==> src/rtl/irqt_pkg.sv <==
package irqt_pkg;

   localparam int unsigned SEL_W = 3;

   typedef enum logic [1:0] {
      DIR_HOLD_LO = 2'd0,
      DIR_UP      = 2'd1,
      DIR_DOWN    = 2'd2,
      DIR_HOLD_HI = 2'd3
   } irqt_dir_e;

   typedef enum logic [1:0] {
      SRC_CPU   = 2'd0,
      SRC_A12   = 2'd1,
      SRC_VADDR = 2'd2,
      SRC_CPUWR = 2'd3
   } irqt_src_e;

   typedef enum logic [SEL_W-1:0] {
      REG_CTRL = 3'd0,
      REG_MODE = 3'd1,
      REG_ACK  = 3'd2,
      REG_ARM  = 3'd3,
      REG_PRE  = 3'd4,
      REG_CNT  = 3'd5,
      REG_KEY  = 3'd6,
      REG_NONE = 3'd7
   } irqt_reg_e;

   // bit positions inside the mode byte
   localparam int unsigned MODE_DIR_LSB = 6;
   localparam int unsigned MODE_NARROW  = 2;
   localparam int unsigned MODE_SRC_LSB = 0;

endpackage

==> src/rtl/irqt_a12_filter.sv <==
module irqt_a12_filter #(
   parameter int unsigned LOW_MIN = 3
) (
   input  logic clk,
   input  logic rst_n,
   input  logic cpu_tick,
   input  logic a12,
   output logic rise_o
);
   localparam int unsigned CW = (LOW_MIN < 1) ? 1 : $clog2(LOW_MIN + 1);
   localparam logic [CW-1:0] LIMIT = CW'(LOW_MIN);

   logic [CW-1:0] low_q;
   logic          a12_q;

   // edge is accepted only after enough low CPU cycles
   assign rise_o = a12 & ~a12_q & (low_q >= LIMIT);

   always_ff @(posedge clk or negedge rst_n) begin
      if (!rst_n) begin
         low_q <= '0;
         a12_q <= 1'b0;
      end else begin
         a12_q <= a12;
         if (a12) begin
            low_q <= '0;
         end else if (cpu_tick && (low_q < LIMIT)) begin
            low_q <= low_q + 1'b1;
         end
      end
   end
endmodule

==> src/rtl/irqt_prescaler.sv <==
module irqt_prescaler #(
   parameter int unsigned W        = 8,
   parameter int unsigned NARROW_W = 3
) (
   input  logic         clk,
   input  logic         rst_n,
   input  logic         step,
   input  logic         count_up,
   input  logic         count_dn,
   input  logic         narrow,
   input  logic         load,
   input  logic [W-1:0] load_val,
   output logic         carry_o,
   output logic [W-1:0] pre_o
);
   localparam logic [W-1:0] NMASK = {{(W-NARROW_W){1'b0}}, {NARROW_W{1'b1}}};

   logic [W-1:0] pre_q, mask, masked, inc, dec, nxt;
   logic         carry;

   assign mask   = narrow ? NMASK : {W{1'b1}};
   assign masked = pre_q & mask;
   assign inc    = masked + 1'b1;
   assign dec    = masked - 1'b1;

   always_comb begin
      nxt   = pre_q;
      carry = 1'b0;
      if (step && count_up) begin
         nxt   = (pre_q & ~mask) | (inc & mask);
         carry = ((inc & mask) == '0);
      end else if (step && count_dn) begin
         nxt   = (pre_q & ~mask) | (dec & mask);
         carry = (dec == '0);
      end
   end

   always_ff @(posedge clk or negedge rst_n) begin
      if (!rst_n) begin
         pre_q <= '0;
      end else if (load) begin
         pre_q <= load_val;
      end else begin
         pre_q <= nxt;
      end
   end

   assign carry_o = carry;
   assign pre_o   = pre_q;
endmodule

==> src/rtl/irqt_counter.sv <==
module irqt_counter #(
   parameter int unsigned W = 8
) (
   input  logic         clk,
   input  logic         rst_n,
   input  logic         step,
   input  logic         count_up,
   input  logic         count_dn,
   input  logic         load,
   input  logic [W-1:0] load_val,
   output logic         wrap_o,
   output logic [W-1:0] cnt_o
);
   localparam logic [W-1:0] TOP = {W{1'b1}};

   logic [W-1:0] cnt_q;

   // a load in the same cycle discards the step and its wrap
   assign wrap_o = step & ~load &
                   ((count_up & (cnt_q == TOP)) | (count_dn & (cnt_q == '0)));

   always_ff @(posedge clk or negedge rst_n) begin
      if (!rst_n) begin
         cnt_q <= '0;
      end else if (load) begin
         cnt_q <= load_val;
      end else if (step && count_up) begin
         cnt_q <= cnt_q + 1'b1;
      end else if (step && count_dn) begin
         cnt_q <= cnt_q - 1'b1;
      end
   end

   assign cnt_o = cnt_q;
endmodule

==> src/rtl/irq_tick_timer.sv <==
module irq_tick_timer
   import irqt_pkg::*;
#(
   parameter int unsigned DATA_W      = 8,
   parameter int unsigned NARROW_W    = 3,
   parameter int unsigned A12_LOW_MIN = 3
) (
   input  logic              clk,
   input  logic              rst_n,
   input  logic              cpu_tick,
   input  logic              vid_a12,
   input  logic              vid_addr_chg,
   input  logic              wr_en,
   input  logic [SEL_W-1:0]  wr_sel,
   input  logic [DATA_W-1:0] wr_data,
   output logic              irq_o
);
   generate
      if (DATA_W < 8) begin : g_bad_width
         $error("irq_tick_timer: DATA_W must be at least 8");
      end
      if ((NARROW_W < 1) || (NARROW_W >= DATA_W)) begin : g_bad_narrow
         $error("irq_tick_timer: NARROW_W must be in 1..DATA_W-1");
      end
   endgenerate

   irqt_dir_e         dir_q;
   irqt_src_e         src_q;
   logic              narrow_q;
   logic              en_q;
   logic              pend_q;
   logic [DATA_W-1:0] key_q;

   logic wr_ctrl, wr_mode, wr_ack, wr_arm, wr_pre, wr_cnt, wr_key;
   assign wr_ctrl = wr_en && (wr_sel == REG_CTRL);
   assign wr_mode = wr_en && (wr_sel == REG_MODE);
   assign wr_ack  = wr_en && (wr_sel == REG_ACK);
   assign wr_arm  = wr_en && (wr_sel == REG_ARM);
   assign wr_pre  = wr_en && (wr_sel == REG_PRE);
   assign wr_cnt  = wr_en && (wr_sel == REG_CNT);
   assign wr_key  = wr_en && (wr_sel == REG_KEY);

   logic [DATA_W-1:0] keyed_val;
   assign keyed_val = wr_data ^ key_q;

   // A12 edge source: filtered or raw, chosen by parameter
   logic a12_rise;
   generate
      if (A12_LOW_MIN == 0) begin : g_a12_raw
         logic a12_q;
         always_ff @(posedge clk or negedge rst_n) begin
            if (!rst_n) a12_q <= 1'b0;
            else        a12_q <= vid_a12;
         end
         assign a12_rise = vid_a12 & ~a12_q;
      end else begin : g_a12_filt
         irqt_a12_filter #(.LOW_MIN(A12_LOW_MIN)) u_filt (
            .clk      (clk),
            .rst_n    (rst_n),
            .cpu_tick (cpu_tick),
            .a12      (vid_a12),
            .rise_o   (a12_rise)
         );
      end
   endgenerate

   logic src_step;
   always_comb begin
      case (src_q)
         SRC_CPU, SRC_CPUWR: src_step = cpu_tick;
         SRC_A12:            src_step = a12_rise;
         SRC_VADDR:          src_step = vid_addr_chg;
         default:            src_step = 1'b0;
      endcase
   end

   logic count_up, count_dn;
   assign count_up = (dir_q == DIR_UP);
   assign count_dn = (dir_q == DIR_DOWN);

   logic              pre_carry, cnt_wrap;
   logic [DATA_W-1:0] pre_w, cnt_w;

   irqt_prescaler #(.W(DATA_W), .NARROW_W(NARROW_W)) u_pre (
      .clk      (clk),
      .rst_n    (rst_n),
      .step     (src_step),
      .count_up (count_up),
      .count_dn (count_dn),
      .narrow   (narrow_q),
      .load     (wr_pre),
      .load_val (keyed_val),
      .carry_o  (pre_carry),
      .pre_o    (pre_w)
   );

   irqt_counter #(.W(DATA_W)) u_cnt (
      .clk      (clk),
      .rst_n    (rst_n),
      .step     (pre_carry),
      .count_up (count_up),
      .count_dn (count_dn),
      .load     (wr_cnt),
      .load_val (keyed_val),
      .wrap_o   (cnt_wrap),
      .cnt_o    (cnt_w)
   );

   logic pend_clr;
   assign pend_clr = wr_ack | (wr_ctrl & ~wr_data[0]);

   always_ff @(posedge clk or negedge rst_n) begin
      if (!rst_n) begin
         dir_q    <= DIR_HOLD_LO;
         src_q    <= SRC_CPU;
         narrow_q <= 1'b0;
         en_q     <= 1'b0;
         pend_q   <= 1'b0;
         key_q    <= '0;
      end else begin
         if (wr_mode) begin
            dir_q    <= irqt_dir_e'(wr_data[MODE_DIR_LSB +: 2]);
            src_q    <= irqt_src_e'(wr_data[MODE_SRC_LSB +: 2]);
            narrow_q <= wr_data[MODE_NARROW];
         end
         if (wr_key) key_q <= wr_data;
         if (wr_ctrl)     en_q <= wr_data[0];
         else if (wr_ack) en_q <= 1'b0;
         else if (wr_arm) en_q <= 1'b1;
         if (pend_clr)                pend_q <= 1'b0;
         else if (cnt_wrap && en_q)   pend_q <= 1'b1;
      end
   end

   assign irq_o = pend_q;
endmodule

==> config.mk <==
export PLATFORM = sky130hd
export DESIGN_NAME = irq_tick_timer
export DESIGN_NICKNAME = d
export VERILOG_FILES = /design/src/rtl/irqt_pkg.sv /design/src/rtl/irqt_a12_filter.sv /design/src/rtl/irqt_prescaler.sv /design/src/rtl/irqt_counter.sv /design/src/rtl/irq_tick_timer.sv
export SDC_FILE = /design/constraint.sdc
export NUM_CORES = 1
export LEC_CHECK = 0
export BUFFER_PORTS_ARGS = -buffer_cell sky130_fd_sc_hd__buf_2
export CAP_MARGIN = 20
export CELL_PAD_IN_SITES_DETAIL_PLACEMENT = 1
export CELL_PAD_IN_SITES_GLOBAL_PLACEMENT = 1
export CORE_MARGIN = 10
export CORE_UTILIZATION = 51
export CTS_BUF_LIST = sky130_fd_sc_hd__clkbuf_4 sky130_fd_sc_hd__clkbuf_8 sky130_fd_sc_hd__clkbuf_16
export CTS_CLUSTER_SIZE = 16
export DETAILED_ROUTE_END_ITERATION = 8
export PLACE_DENSITY_LB_ADDON = 0.1
export SLEW_MARGIN = 20
export SYNTH_ARGS = -nofsm -noshare
export SYNTH_HDL_FRONTEND = slang
export SYNTH_SLANG_ARGS = --single-unit
==> constraint.sdc <==
create_clock -name clk -period 5.3 [get_ports clk]
set_input_delay 1.06 -clock clk [delete_from_list [all_inputs] [get_ports clk]]
set_output_delay 1.06 -clock clk [all_outputs]
set_load 0.03 [all_outputs]
Yosys cells after proc, flatten, opt, wreduce, memory -nomap -nowiden
Cells that the tools add are included.

Bits in registers: 34. Output and inout port bits: 1. Word-level logic and storage cells: 90. Input bits: 17.

Muxes and demuxes: 17. Equality and inequality tests: 12. Reduce and logical (&&, ||, !) cells: 24. Add/sub/neg operators: 5. $lt $le $gt $ge: 2. Bitwise logic cells: 20.

Operators with widths (count): two-way mux 8 bit (7); bitwise AND 8 bit (4); logical NOT 8 bit (3); adder 8 x 1 -> 8 bit (second input constant) (2); OR 8 bit (2); subtractor 8 x 1 -> 8 bit (second input constant) (2); logical AND 1 bit (13); equality test 3 bit (second input constant) (3); nonzero test 3 bit (3); equality test 8 bit (second input constant) (1); NOT 8 bit (1); XOR 8 bit (1); bitwise AND 1 bit (7); two-way mux 1 bit (7); equality test 2 bit (second input constant) (3); equality test 3 x 2 -> 1 bit (second input constant) (2); equality test 2 x 1 -> 1 bit (second input constant) (2); two-way mux 2 bit (2); nonzero test 2 bit (2); equality test 3 x 1 -> 1 bit (second input constant) (1); logical NOT 3 bit (1); NOT 1 bit (3); case mux 1 bit (3 select lines) (1); adder 2 x 1 -> 2 bit (second input constant) (1); other kinds (5) (6).

Longest topological paths before layout
Depth in word-level cells: 12. Mapped depth: 15. Mapped depth without buffers: 15.

Hierarchy
A second synthesis with hierarchy kept.

Cells, all modules: 266. Area, all modules: 2521.2 µm².

Modules (own cells, without submodules): irqt_prescaler (cells an instance 110, instances 1, area an instance 889.6 µm², sequential area each 200.2 µm²); irq_tick_timer (cells an instance 60, instances 1, area an instance 755.7 µm², sequential area each 375.4 µm²); irqt_counter (cells an instance 83, instances 1, area an instance 719.4 µm², sequential area each 200.2 µm²); irqt_a12_filter (cells an instance 13, instances 1, area an instance 156.4 µm², sequential area each 75.1 µm²).

Worst setup path before layout
Ideal clock, no wire load.

Path type: input to register. Start: input vid_a12. End: register u_cnt.cnt_q[7], in the netlist u_cnt.cnt_o[7]. Cell stages on the path: 12. Slack: 1.896 ns. Buffers on the path: 0. Data arrival time: 3.279 ns. Library setup time: 0.125 ns. Required time: 5.175 ns. Cells stage by stage: and4b_1 -> o2111a_1 -> o2111ai_1 -> a21oi_4 -> inv_1 -> ha_1 -> and2_0 -> o21ai_0 -> a31oi_1 -> mux2i_1 -> xnor2_1 -> mux2_2.

Cells in the longest elaborated chain, start to end: 9. Elaborated cells between the ends (all ways): 12. Classes of those cells: mux (5); bitwise (2); reduce/logical (5).

Ends and longest elaborated chain: start: declaration (line irq_tick_timer.sv:11) `input logic vid_a12,`; bitwise AND 1 bit * (2 in a row) (line irqt_a12_filter.sv:17) `assign rise_o = a12 & ~a12_q & (low_q >= LIMIT);`; case mux 1 bit (3 select lines) * (line irq_tick_timer.sv:69) `case (src_q)`; logical AND 1 bit (line irqt_prescaler.sv:32) `end else if (step && count_dn) begin`; two-way mux 1 bit (line irqt_prescaler.sv:32); two-way mux 1 bit * (line irqt_prescaler.sv:29) `if (step && count_up) begin`; logical AND 1 bit (line irqt_counter.sv:27) `end else if (step && count_up) begin`; two-way mux 8 bit (line irqt_counter.sv:27); two-way mux 8 bit (line irqt_counter.sv:25) `end else if (load) begin`; end signal: assignment (line irqt_counter.sv:26) `cnt_q <= load_val;`; end signal: assignment (line irqt_counter.sv:28) `cnt_q <= cnt_q + 1'b1;`; end signal: assignment (line irqt_counter.sv:30) `cnt_q <= cnt_q - 1'b1;`; end: declaration (line irqt_counter.sv:16) `logic [W-1:0] cnt_q;`.

Mark *: on every way between the ends. The rest lies on a longest branch, timed or not. A chain may end at the register's enable or synchronous reset.

Worst setup path after layout
Start: input vid_a12. End: register u_cnt.cnt_q[6], in the netlist u_cnt.cnt_o[6].

Same word-level chain as after synthesis.

==> impl_metrics.ini <==
[outcome]
status = finished clean

[clocking]
cts_num_sinks = 34
cts_tree = done
clockBufferDepth = 2
hold_buffers = 0
h-tree-depth = 2
cts_setup_buffers = 0
clk_latency_ns = 0.28
post_cts_resized = 0
cts_inserted_buffers = 5
clk_pin_slew_ns = 0.07
clockRootBuffer = clkbuf_8

[worst_setup_path]
crit_type = input pin to register
max_stage_delay_ns = 0.50
critPathTopFamily = compound AO/OA/AOI/OAI gates
path_cells = buf_2 > and4b_1 > o2111a_1 > o2111ai_1 > a21oi_4 > inv_1 > fa_1 > a21o_1 > a21oi_1 > o21bai_1 > a21oi_1 > xnor2_1 > mux2i_1 > a21oi_1
path_common_cell = a21oi_1
worst-path-buf-inv = 2
arrival_ns = 4.04
worst-path-max-fanout = 12
cp_data_required_time_ns = 5.50
cp_slowest_cell = o2111a_1
end_kind = register
startpoint_type = input pin

[place]
dpl.hpwl_um = 4500
io_buffers = 17
dp_slack_ns = 1.18
gp_congestion = 0.825

[synthesis]
ys_ff_latch = 34
synthTopCellsByCount = dfrtp_1 (34), nand2_1 (22), nor2_1 (21)
ys_seq_area_frac = 0.342
synth.area.top_cells = dfrtp_1 (34%), ha_1 (7.0%), mux2_2 (5.9%), xor2_1 (4.6%), mux2i_1 (4.4%)
synth_top_cell_by_area = dfrtp_1
synth_edf_count = 0
synth_cell_types = 54
syn_area_sq_um = 2490
synthCells = 264
yosysMostFrequentCell = dfrtp_1
netlist.area_leader.share = 0.342
ys_warn_count = 0
syn_area_per_cell_sq_um = 9.43
ys.flop_type = dfrtp_1
syn_nets = 296
async_reset_ff_frac = 1.00

[finish]
drive_gt1_frac = 0.172
seq_area_sq_um = 851
multi_input_area_sq_um = 1550
fillers = 542
syn2layout_area_growth_pct = 9.15
post-route-util = 0.575
final_nets = 310
num_antenna_cells = 0

[die]
rows = 25
core_sq_um = 4720
ios = 18
start_util = 0.527
die-area_sq_um = 8070
die_x_um = 89.9
die_h_um = 89.9

[sta]
fin_skew_ns = 0.00440
relSlewSlack = 0.360
max_slew.worst_pin.slew_ns = 0.957
slew_viol_final = 0
finalWorstSetupSlack_ns = 1.46
hold_violations = 0
rsz0062_at_grt = false
max_freq_ghz = 0.260
setup_viol = 0
fin_tns_setup_ns = 0
timing.final.crit_share = 0.725
fin_crit_ns = 3.84

[route]
routed_via_density = 5.77
ant_nets = 0
routedWlPerCell_um = 17.1
dr.pass1.iters = 4
wl_um = 5910
vias = 1998
drtIter0Drc = 74
drc_errors = 0

[global_route]
antenna_found_initial = 0
grt_max_degree = 35
grt_pass1_wl_um = 10300
grt_pass1_vias = 2109
groute.usage.overall = 0.152
overflow = 0

[flow_run]
drv_cap = 0

[pwr]
leakagePower_nw = 1.17
power_density_nw_per_um2 = 502
p_switching_mw = 0.571
seq_power_share = 0.375
switching_share = 0.418
clkPwrFrac = 0.177
ir_drop_v = 0.000229
internal-power_mw = 0.793
p_comb_frac = 0.448

[worst_hold_path]
hold_class = register to register
## layout make-up
class / instances / share of cell area
Timing Repair Buffer: 17 / 0.0313
Sequential cell: 34 / 0.313
Inverter: 10 / 0.0138
Clock inverter: 2 / 0.0138
Tap cell: 67 / 0.0309
Multi-Input combinational cell: 210 / 0.569
Clock buffer: 6 / 0.0281
## cells in the final DEF, fill, tap and decap left out, drive strengths merged, types with 3 or more instances in the layout
master / synthesis / final
a21o: 3 / 3
a21oi: 15 / 15
a31oi: 4 / 4
buf: 5 / 17
clkbuf: 5 / 6
dfrtp: 34 / 34
ha: 14 / 14
inv: 10 / 10
mux2: 15 / 15
mux2i: 11 / 11
nand2: 22 / 22
nand2b: 5 / 5
nand3: 4 / 4
nand4: 4 / 4
nor2: 22 / 22
nor2b: 4 / 4
nor3: 8 / 8
nor3b: 4 / 4
o21ai: 19 / 19
xnor2: 11 / 11
xor2: 13 / 13
## power by group through the flow
stage	clock network [mW]	logic (mW)	registers, mW
floorplan	0	0.550	0.425
global placement	0	0.587	0.510
detailed placement	0	0.601	0.513
CTS	0.248	0.616	0.510
global route	0.264	0.694	0.532
finish	0.241	0.612	0.512
## worst register-to-register path, cell delays in order, from the launching register on
cell      delay [ns]
dfrtp_1         0.51
ha_1            0.33
nand3_4         0.12
or3_1           0.38
a211o_1         0.29
a21oi_4         0.18
inv_1           0.17
fa_1            0.44
a21o_1          0.17
a21oi_1         0.25
o21bai_1        0.10
a21oi_1         0.18
xnor2_1         0.13
mux2i_1         0.09
a21oi_1         0.16
## final timing paths
| check | from | end | slack [ns] | cells past startpoint |
|---|---|---|---|---|
| max in group asynchronous | rst_n | u_pre.pre_o[0]$_DFFE_PN0P_ | 3.98 | 1 |
| min in group asynchronous | rst_n | u_cnt.cnt_o[6]$_DFFE_PN0P_ | 0.84 | 1 |
| setup reg to reg | u_pre.pre_o[0]$_DFFE_PN0P_ | u_cnt.cnt_o[6]$_DFFE_PN0P_ | 1.70 | 14 |
| setup / recovery | vid_a12 | u_cnt.cnt_o[6]$_DFFE_PN0P_ | 1.46 | 14 |
| hold reg to reg | irq_o$_DFFE_PN0P_ | irq_o$_DFFE_PN0P_ | 0.49 | 1 |
| hold / removal | irq_o$_DFFE_PN0P_ | irq_o$_DFFE_PN0P_ | 0.49 | 1 |
## stage by stage
stage	cell area (sq um)	power (mW)	cells	hold WS, ns
5_1_grt	2720	1.49	346	0.516
4_1_cts	2720	1.37	346	0.493
3_3_place_gp	2600	1.10	338	0.472
2_1_floorplan	2490	0.975	264	0.460
6_report	2720	1.36	346	0.489
3_5_place_dp	2600	1.11	338	0.477
## registers in the layout, indices dropped and copies added, names as in the netlist
name                     flops
dir_q                        2
en_q                         1
g_a12_filt.u_filt.a12_q      1
g_a12_filt.u_filt.low_q      2
irq_o                        1
key_q                        8
narrow_q                     1
src_q                        2
u_cnt.cnt_o                  8
u_pre.pre_o                  8
## kinds of logic after synthesis
kind of cell | synth area share
simple gates | 0.193
flops | 0.342
buf+inv | 0.0372
compound gates | 0.150
mux | 0.115
xor+xnor | 0.0845
fa+ha+maj | 0.0784
## routing by layer
metal | track usage | routed length, um
met1 | 0.196 | 2880
met2 | 0.248 | 2770
met3 | 0.0357 | 202
met4 | 0.0371 | 50
met5 | 0 | 0
Power figures use the tool's default switching activity.
